File: src/rtl/spirx_pkg.sv
package spirx_pkg;
    typedef enum logic [1:0] {
        ST_OFF   = 2'd0,
        ST_EMPTY = 2'd1,
        ST_PART  = 2'd2,
        ST_FULL  = 2'd3
    } rxq_state_e;
endpackage

File: src/rtl/spirx_store.sv
module spirx_store #(
    parameter int DEPTH = 16,
    parameter int WIDTH = 16,
    parameter int PTR_W = $clog2(DEPTH),
    parameter int CNT_W = $clog2(DEPTH + 1)
) (
    input  logic             clk,
    input  logic             rst_n,
    input  logic             do_clr,
    input  logic             do_push,
    input  logic             do_pop,
    input  logic [WIDTH-1:0] wdata,
    output logic [WIDTH-1:0] rdata,
    output logic [CNT_W-1:0] cnt
);
    localparam logic [PTR_W-1:0] LAST_IDX = PTR_W'(DEPTH - 1);
    localparam logic [CNT_W-1:0] FULL_CNT = CNT_W'(DEPTH);

    logic [WIDTH-1:0] mem [DEPTH];
    logic [PTR_W-1:0] wr_ptr;
    logic [PTR_W-1:0] rd_ptr;

    always_ff @(posedge clk) begin
        if (do_push) begin
            mem[wr_ptr] <= wdata;
        end
    end

    always_ff @(posedge clk or negedge rst_n) begin
        if (!rst_n) begin
            wr_ptr <= '0;
            rd_ptr <= '0;
            cnt    <= '0;
            rdata  <= '0;
        end else if (do_clr) begin
            wr_ptr <= '0;
            rd_ptr <= '0;
            cnt    <= '0;
        end else begin
            if (do_push) begin
                wr_ptr <= (wr_ptr == LAST_IDX) ? '0 : wr_ptr + 1'b1;
            end
            if (do_pop) begin
                rdata  <= mem[rd_ptr];
                rd_ptr <= (rd_ptr == LAST_IDX) ? '0 : rd_ptr + 1'b1;
            end
            unique case ({do_push, do_pop})
                2'b10:   cnt <= cnt + 1'b1;
                2'b01:   cnt <= cnt - 1'b1;
                default: cnt <= cnt;
            endcase
        end
    end


    cnt_bound_chk: assert property (@(posedge clk) disable iff (!rst_n)
        cnt <= FULL_CNT);


    clr_zero_chk: assert property (@(posedge clk) disable iff (!rst_n)
        do_clr |=> (cnt == '0));


    rd_hold_chk: assert property (@(posedge clk) disable iff (!rst_n)
        !do_pop |=> $stable(rdata));
endmodule

File: src/rtl/spirx_ctrl.sv
module spirx_ctrl
    import spirx_pkg::*;
#(
    parameter int DEPTH = 16,
    parameter int CNT_W = $clog2(DEPTH + 1)
) (
    input  logic             clk,
    input  logic             rst_n,
    input  logic             fifo_en,
    input  logic             fifo_clr,
    input  logic             word_done,
    input  logic             rd_en,
    input  logic [CNT_W-1:0] cnt,
    output logic             do_clr,
    output logic             do_push,
    output logic             do_pop,
    output logic             ovf_evt
);
    localparam logic [CNT_W-1:0] FULL_CNT = CNT_W'(DEPTH);
    localparam logic [CNT_W-1:0] NEAR_CNT = CNT_W'(DEPTH - 1);
    localparam logic [CNT_W-1:0] ONE_CNT  = CNT_W'(1);

    rxq_state_e state, state_nx;
    logic hold;

    assign hold = !fifo_en || fifo_clr;

    always_ff @(posedge clk or negedge rst_n) begin
        if (!rst_n) begin
            state <= ST_EMPTY;
        end else begin
            state <= state_nx;
        end
    end

    always_comb begin
        state_nx = state;
        unique case (state)
            ST_OFF: begin
                if (!hold) begin
                    state_nx = word_done ? ST_PART : ST_EMPTY;
                end
            end
            ST_EMPTY: begin
                if (hold) begin
                    state_nx = ST_OFF;
                end else if (word_done) begin
                    state_nx = ST_PART;
                end
            end
            ST_PART: begin
                if (hold) begin
                    state_nx = ST_OFF;
                end else if (word_done && !rd_en && cnt == NEAR_CNT) begin
                    state_nx = ST_FULL;
                end else if (rd_en && !word_done && cnt == ONE_CNT) begin
                    state_nx = ST_EMPTY;
                end
            end
            ST_FULL: begin
                if (hold) begin
                    state_nx = ST_OFF;
                end else if (rd_en && !word_done) begin
                    state_nx = ST_PART;
                end
            end
            default: state_nx = ST_OFF;
        endcase
    end

    always_comb begin
        do_clr  = hold;
        do_push = 1'b0;
        do_pop  = 1'b0;
        ovf_evt = 1'b0;
        unique case (state)
            ST_OFF, ST_EMPTY: begin
                do_push = !hold && word_done;
            end
            ST_PART: begin
                do_push = !hold && word_done;
                do_pop  = !hold && rd_en;
            end
            ST_FULL: begin
                do_pop  = !hold && rd_en;
                do_push = !hold && word_done && rd_en;
                ovf_evt = !hold && word_done && !rd_en;
            end
            default: ;
        endcase
    end


    full_state_chk: assert property (@(posedge clk) disable iff (!rst_n)
        (state == ST_FULL) |-> (cnt == FULL_CNT));


    empty_state_chk: assert property (@(posedge clk) disable iff (!rst_n)
        (state == ST_EMPTY || state == ST_OFF) |-> (cnt == '0));


    full_swap_chk: assert property (@(posedge clk) disable iff (!rst_n)
        (state == ST_FULL && word_done && rd_en && !hold) |=> (cnt == FULL_CNT));
endmodule

File: src/rtl/spirx_irq.sv
module spirx_irq #(
    parameter int CNT_W = 5
) (
    input  logic             clk,
    input  logic             rst_n,
    input  logic             fifo_en,
    input  logic [CNT_W-1:0] cnt,
    input  logic             lvl_we,
    input  logic [CNT_W-1:0] lvl_wdata,
    input  logic             rx_err,
    input  logic             ovf_evt,
    input  logic             ovf_clr,
    output logic [CNT_W-1:0] lvl,
    output logic             ovf_flag,
    output logic             rx_irq
);
    logic thr_hit;

    always_ff @(posedge clk or negedge rst_n) begin
        if (!rst_n) begin
            lvl <= '1;
        end else if (lvl_we) begin
            lvl <= lvl_wdata;
        end
    end

    always_ff @(posedge clk or negedge rst_n) begin
        if (!rst_n) begin
            ovf_flag <= 1'b0;
        end else if (ovf_evt) begin
            ovf_flag <= 1'b1;
        end else if (ovf_clr) begin
            ovf_flag <= 1'b0;
        end
    end

    assign thr_hit = (cnt >= lvl);
    assign rx_irq  = fifo_en && (thr_hit || rx_err || ovf_flag);


    ovf_set_chk: assert property (@(posedge clk) disable iff (!rst_n)
        ovf_evt |=> ovf_flag);


    ovf_hold_chk: assert property (@(posedge clk) disable iff (!rst_n)
        (ovf_flag && !ovf_clr) |=> ovf_flag);


    ovf_irq_chk: assert property (@(posedge clk) disable iff (!rst_n)
        (fifo_en && $rose(ovf_flag)) |-> rx_irq);


    off_quiet_chk: assert property (@(posedge clk) disable iff (!rst_n)
        !fifo_en |-> !rx_irq);
endmodule

File: src/rtl/spi_rx_fifo_irq.sv
module spi_rx_fifo_irq #(
    parameter int DEPTH = 16,
    parameter int WIDTH = 16,
    parameter int PTR_W = $clog2(DEPTH),
    parameter int CNT_W = $clog2(DEPTH + 1)
) (
    input  logic             clk,
    input  logic             rst_n,
    input  logic             fifo_en,
    input  logic             fifo_clr,
    input  logic             word_done,
    input  logic [WIDTH-1:0] word_in,
    input  logic             rd_en,
    output logic [WIDTH-1:0] rd_data,
    output logic [CNT_W-1:0] fill_level,
    input  logic             lvl_we,
    input  logic [CNT_W-1:0] lvl_wdata,
    output logic [CNT_W-1:0] trig_level,
    input  logic             rx_err,
    input  logic             ovf_clr,
    output logic             ovf_flag,
    output logic             rx_irq
);
    logic do_clr, do_push, do_pop, ovf_evt;

    spirx_ctrl #(.DEPTH(DEPTH), .CNT_W(CNT_W)) u_ctrl (
        .clk(clk), .rst_n(rst_n), .fifo_en(fifo_en), .fifo_clr(fifo_clr),
        .word_done(word_done), .rd_en(rd_en), .cnt(fill_level),
        .do_clr(do_clr), .do_push(do_push), .do_pop(do_pop), .ovf_evt(ovf_evt)
    );

    spirx_store #(.DEPTH(DEPTH), .WIDTH(WIDTH), .PTR_W(PTR_W), .CNT_W(CNT_W)) u_store (
        .clk(clk), .rst_n(rst_n), .do_clr(do_clr), .do_push(do_push),
        .do_pop(do_pop), .wdata(word_in), .rdata(rd_data), .cnt(fill_level)
    );

    spirx_irq #(.CNT_W(CNT_W)) u_irq (
        .clk(clk), .rst_n(rst_n), .fifo_en(fifo_en), .cnt(fill_level),
        .lvl_we(lvl_we), .lvl_wdata(lvl_wdata), .rx_err(rx_err),
        .ovf_evt(ovf_evt), .ovf_clr(ovf_clr), .lvl(trig_level),
        .ovf_flag(ovf_flag), .rx_irq(rx_irq)
    );
endmodule

File: config.mk
export PLATFORM = sky130hd
export DESIGN_NAME = spi_rx_fifo_irq
export DESIGN_NICKNAME = d
export VERILOG_FILES = /design/src/rtl/spirx_pkg.sv /design/src/rtl/spirx_store.sv /design/src/rtl/spirx_ctrl.sv /design/src/rtl/spirx_irq.sv /design/src/rtl/spi_rx_fifo_irq.sv
export SDC_FILE = /design/constraint.sdc
export NUM_CORES = 1
export LEC_CHECK = 0
export ABC_CLOCK_PERIOD_IN_PS = 6400
export BUFFER_PORTS_ARGS = -buffer_cell sky130_fd_sc_hd__buf_2
export CORE_MARGIN = 8
export CORE_UTILIZATION = 30
export DETAILED_ROUTE_END_ITERATION = 7
export SYNTH_ARGS = -nofsm -noshare
export SYNTH_HDL_FRONTEND = slang
export SYNTH_SLANG_ARGS = --single-unit
File: constraint.sdc
create_clock -name clk -period 6.4 [get_ports clk]
set_clock_uncertainty 0.15 [all_clocks]
set_input_delay 0.96 -clock clk [delete_from_list [all_inputs] [get_ports clk]]
set_output_delay 0.96 -clock clk [all_outputs]
set_load 0.01 [all_outputs]
Yosys cells after proc, flatten, opt, wreduce, memory -nomap -nowiden
Memories as Yosys holds them, arrays and structs flattened. A register that Yosys moved wholly into a read port is not among the register bits.
Cells that the tools add are included.
Storage, ports and cells
  register bits: 21
  RAM bits: 256
  output and inout port bits: 28
  word-level logic and storage cells: 77
  memories: 1
Memory list
  u_store.mem: depth 16, width 16, rd ports 1, clocked after memory_dff 1, write ports 1, line spirx_store.sv:19  | logic [WIDTH-1:0] mem [DEPTH];
Operators by class
  add/sub/neg operators: 4
  magnitude comparators: 1
  eq/ne operators: 13
  muxes and demuxes: 25
  bitwise gates (word level): 1
  reductions and logical operators: 26
Operator list (count)
  4-bit two-way mux: 6
  2-bit two-way mux: 9
  5-bit one-hot mux with 2 select lines: 1
  1-bit logical AND: 9
  4-bit by 1-bit adder with 4-bit output, second input constant: 2
  4-bit == test, second input constant: 2
  2-bit one-hot mux with 4 select lines: 1
  2-bit == test, second input constant: 3
  1-bit two-way mux: 6
  2-bit nonzero test: 3
  5-bit by 1-bit adder with 5-bit output, second input constant: 1
  5-bit by 1-bit == test with 1-bit output, second input constant: 1
  5-bit by 4-bit == test with 1-bit output, second input constant: 1
  5-bit greater-or-equal comparator: 1
  1-bit zero test: 5
  5-bit two-way mux: 1
  5-bit by 1-bit subtractor with 5-bit output, second input constant: 1
  2-bit by 1-bit == test with 1-bit output, second input constant: 2
  4-bit by 1-bit inequality test with 1-bit output, second input constant: 1
  4-bit AND reduction: 1
  1-bit logical OR: 3
  3-bit by 1-bit inequality test with 1-bit output, second input constant: 1
  3-bit by 2-bit inequality test with 1-bit output, second input constant: 1
  3-bit nonzero test: 1
  7 further kinds: 7

Logic depth before layout (Yosys ltp)
  depth in word-level cells: 9
  depth in mapped cells: 8
  mapped depth without buffers: 7

By module
From an unflattened synthesis, not the netlist that was laid out.
Second synthesis, totals
  cells, all modules: 676
  area total of the unflattened synthesis: 11872.6 µm²
By module, submodules not included
  spirx_store: times used 1, cells an instance 617, area each 11345.9 µm², sequential area each 8413.1 µm²
  spirx_irq: times used 1, cells an instance 35, area each 345.3 µm², sequential area each 156.4 µm²
  spirx_ctrl: times used 1, cells an instance 24, area each 181.4 µm², sequential area each 51.3 µm²

Worst setup path before layout
No wires, ideal clock.
  kind: input to register
  from: in word_done
  to: mem u_store.mem[3][0], enable pin
  library setup time: 0.409 ns
  arrival: 2.821 ns
  data required time: 5.841 ns
  slack: 3.020 ns
  cell stages on the path: 5
  buffers on the path: 2
  cell sequence: clkbuf_1 -> and3_1 -> buf_2 -> nand2_1 -> nor3_1
Between the ends
  cells in the longest elaborated chain, start to end: 5
RTL lines
  start, declared: line spi_rx_fifo_irq.sv:11  | input logic word_done,
  1-bit logical AND *: line spirx_ctrl.sv:78, spirx_ctrl.sv:81, spirx_ctrl.sv:86
  1-bit logical AND: line spirx_ctrl.sv:86  | do_push = !hold && word_done && rd_en;
  1-bit one-hot mux with 2 select lines *: line spirx_ctrl.sv:76  | unique case (state)
  1-bit two-way mux *: line spirx_store.sv:24  | if (do_push) begin
  1-bit two-way mux (implied by the code) *: line spirx_store.sv:25  | mem[wr_ptr] <= wdata;
  end, declared: line spirx_store.sv:19
Every way passes the cells marked *; elsewhere a longest branch is shown, timed or not.

Final worst setup path
  from: reg u_store.cnt[0]
  to: out rx_irq
Between the ends
  cells in the longest elaborated chain, start to end: 4
RTL lines
  start, declared: line spirx_store.sv:14  | output logic [CNT_W-1:0] cnt
  start signal, assigned: line spirx_store.sv:48  | 2'b10: cnt <= cnt + 1'b1;
  start signal, assigned: line spirx_store.sv:49  | 2'b01: cnt <= cnt - 1'b1;
  start signal, assigned: line spirx_store.sv:50  | default: cnt <= cnt;
  5-bit greater-or-equal comparator: line spirx_irq.sv:37  | assign thr_hit = (cnt >= lvl);
  1-bit logical OR (2 in a row): line spirx_irq.sv:38  | assign rx_irq = fifo_en && (thr_hit || rx_err || ovf_flag);
  1-bit logical AND: line spirx_irq.sv:38
  end, declared: line spi_rx_fifo_irq.sv:22  | output logic rx_irq
Every way passes these cells.

==> reports/results.tsv <==
metric	value	unit
start_kind	flip-flop	
grt_pass1_vias	6181	
cts_hold_buf	0	
tns	0	ns
netlist_area	11700	um2
final_nets	781	
fillCellCount	3634	
cp.required	5.29	ns
power.density	289	nW/um2
grt_overflow	0	
worst_hold_path_type	reg -> reg	
ys_types	49	
relSlewSlack	35.6	%
die_height	214	um
drv_cap	0	
max_freq	311	MHz
grt_max_degree	38	
pin_count	58	
ys_top_cells_by_count	edfxtp_1 (256), mux2i_1 (65), nand2_1 (34)	
initial_core_util	30.3	%
postSynthAreaPerCell	17.7	um2
grt_pass1_wl	39.3	mm
drc	0	
netlist.area_leader.share	65.6	%
post_cts_buffers	0	
numPortBuffers	57	
cts_made_buffers	29	
ys_seq_elements	293	
yosysMostFrequentCell	edfxtp_1	
routedWlPerCell	20.3	um
yosysWarnings	0	
maxSlewViolCount	0	
status	finished, final reports clean	
dr_total_vias	6125	
ys.flop_type	edfxtp_1	
coreArea	38600	um2
clockRootBuffer	clkbuf_16	
grtUsageTotal	11.3	%
drt-total-wl	25.9	mm
path_class	reg -> out	
num_antenna_cells	0	
grt_antenna_before_repair	2	
fin_ws	3.19	ns
pre_cts_slack	3.16	ns
die_area	45600	um2
drive_above_1_share	21.0	%
htreeDepth	1	
end_kind	output port	
leakagePower	4.46	nW
cts_repair_resize_count	0	
drt_iter0_drc	340	
synthArstFlopShare	12.6	%
peakVddDrop	0.189	mV
path_max_fanout	6	
syn_to_final_growth	15.1	%
clk_pin_slew	0.06	ns
dr.pass1.iters	5	
cts_tree	yes	
fin_crit	3.21	ns
clock_tree.buffer_depth	3	
clk_latency	0.54	ns
synth_edf_count	256	
finalHoldViolations	0	
synth_area_leaders	edfxtp_1 (66%), dfrtp_1 (6.6%), mux2i_1 (5.6%)	
gp_congestion	0.751	
worst_slew_pin_slew	0.966	ns
critical_path_arrival	2.10	ns
detail-route-antenna-nets	0	
via_per_inst	4.80	
dp_hpwl	16.1	mm
rows	72	
synth.largest_area_cell	edfxtp_1	
ys_seq_area_share	73.6	%
synth_fp_nets	707	
syn_inst	663	
die-width	214	um
setup_viol	0	
cts_num_sinks	293	
period_share	50.2	%
grt_setup_unrepaired	no	
flip-flops by register name (all words and copies together) (netlist names):
| register | count |
|---|---|
| u_irq.lvl | 5 |
| u_store.rd_ptr | 4 |
| u_ctrl.state | 2 |
| u_store.mem | 256 |
| u_irq.ovf_flag | 1 |
| u_store.rdata | 16 |
| u_store.cnt | 5 |
| u_store.wr_ptr | 4 |
power breakdown:
part | switching (mW) | internal [mW]
clock | 0.672 | 0.943
sequential | 0.0207 | 2.11
combinational | 0.0951 | 0.0538
final timing paths:
path / startpoint / slack, ns / depth (start not counted) / end
min: u_store.rdata[0] / 0.34 / 2 / u_store.rdata[0]
max: u_store.cnt[0] / 3.19 / 8 / rx_irq
min reg2reg: u_store.rdata[0] / 0.34 / 2 / u_store.rdata[0]
max reg2reg: u_store.rd_ptr[0] / 3.37 / 5 / u_store.rdata[8]
max in group asynchronous: rst_n / 4.97 / 1 / u_store.rd_ptr[0]
min in group asynchronous: rst_n / 0.42 / 1 / u_store.cnt[1]
stage by stage:
step | std cells | utilization, % | area (um2) | power (mW) | hold WS, ns
CTS | 1276 | 34.9 | 13500 | 3.94 | 0.343
global placement | 1224 | 32.5 | 12600 | 2.32 | 0.327
finish | 1276 | 34.9 | 13500 | 3.89 | 0.341
floorplan | 663 | - | 11700 | 2.24 | 0.362
detailed placement | 1224 | 32.5 | 12600 | 2.32 | 0.329
global route | 1276 | 34.9 | 13500 | 4.03 | 0.386
cell usage in the layout (no fill, tap or decap), types with 2 or more instances in the layout:
cell	instances
xor2_1	3
dfstp_2	6
clkinv_1	6
a22o_1	16
inv_1	11
o22ai_1	33
clkbuf_8	3
mux2i_1	65
o21ai_0	10
nand3_1	7
xnor2_1	2
clkinv_2	3
nand4_1	2
a211oi_1	2
nand2_1	34
mux4_2	24
and3_1	3
or3_1	3
a311oi_1	3
a21oi_1	10
nor3_1	14
nor3_2	7
nand2b_1	4
bufinv_16	2
buf_4	22
nor2b_1	3
clkbuf_1	7
o21ai_1	17
buf_2	57
clkbuf_16	29
nor2_1	24
dfrtp_1	29
edfxtp_1	256
mux4_1	8
nand3b_1	3
ha_1	14
area by class of cell:
class	count	area [um2]	share of cell area (%)
Clock inverter	13	114	0.845
Clock buffer	39	793	5.88
Tap cell	518	648	4.81
Timing Repair Buffer	79	450	3.34
Sequential cell	293	8630	64.0
Inverter	11	41.3	0.306
Multi-Input combinational cell	323	2810	20.8
metal layers:
| layer | up-vias | track usage (%) | wire [um] |
|---|---|---|---|
| met1 | 3180 | 15.7 | 12000 |
| met4 | 2 | 2.86 | 366 |
| met2 | 128 | 18.3 | 12500 |
| li1 | 2791 | - | - |
| met3 | 24 | 1.80 | 1090 |
| met5 | - | 0 | 13 |
logic make-up after synthesis:
group,Yosys count,synth area share [%]
muxes,98,12.1
and+or+nand+nor,109,4.55
DFF,293,73.6
buffers and inverters,47,2.63
adders and majority gates,14,1.50
xor gates and xnor gates,5,0.374
AOI/OAI and AO/OA,97,5.32
worst max-delay path, cell delays in order (launching register included):
cell and delay, ns:
dfrtp_1 0.42, inv_1 0.14, ha_1 0.30, nand2b_1 0.14, a21oi_1 0.14, nor2b_1 0.06, o21ai_0 0.15, a21oi_1 0.08
buf_2 0.15
Power figures use the tool's default switching activity.
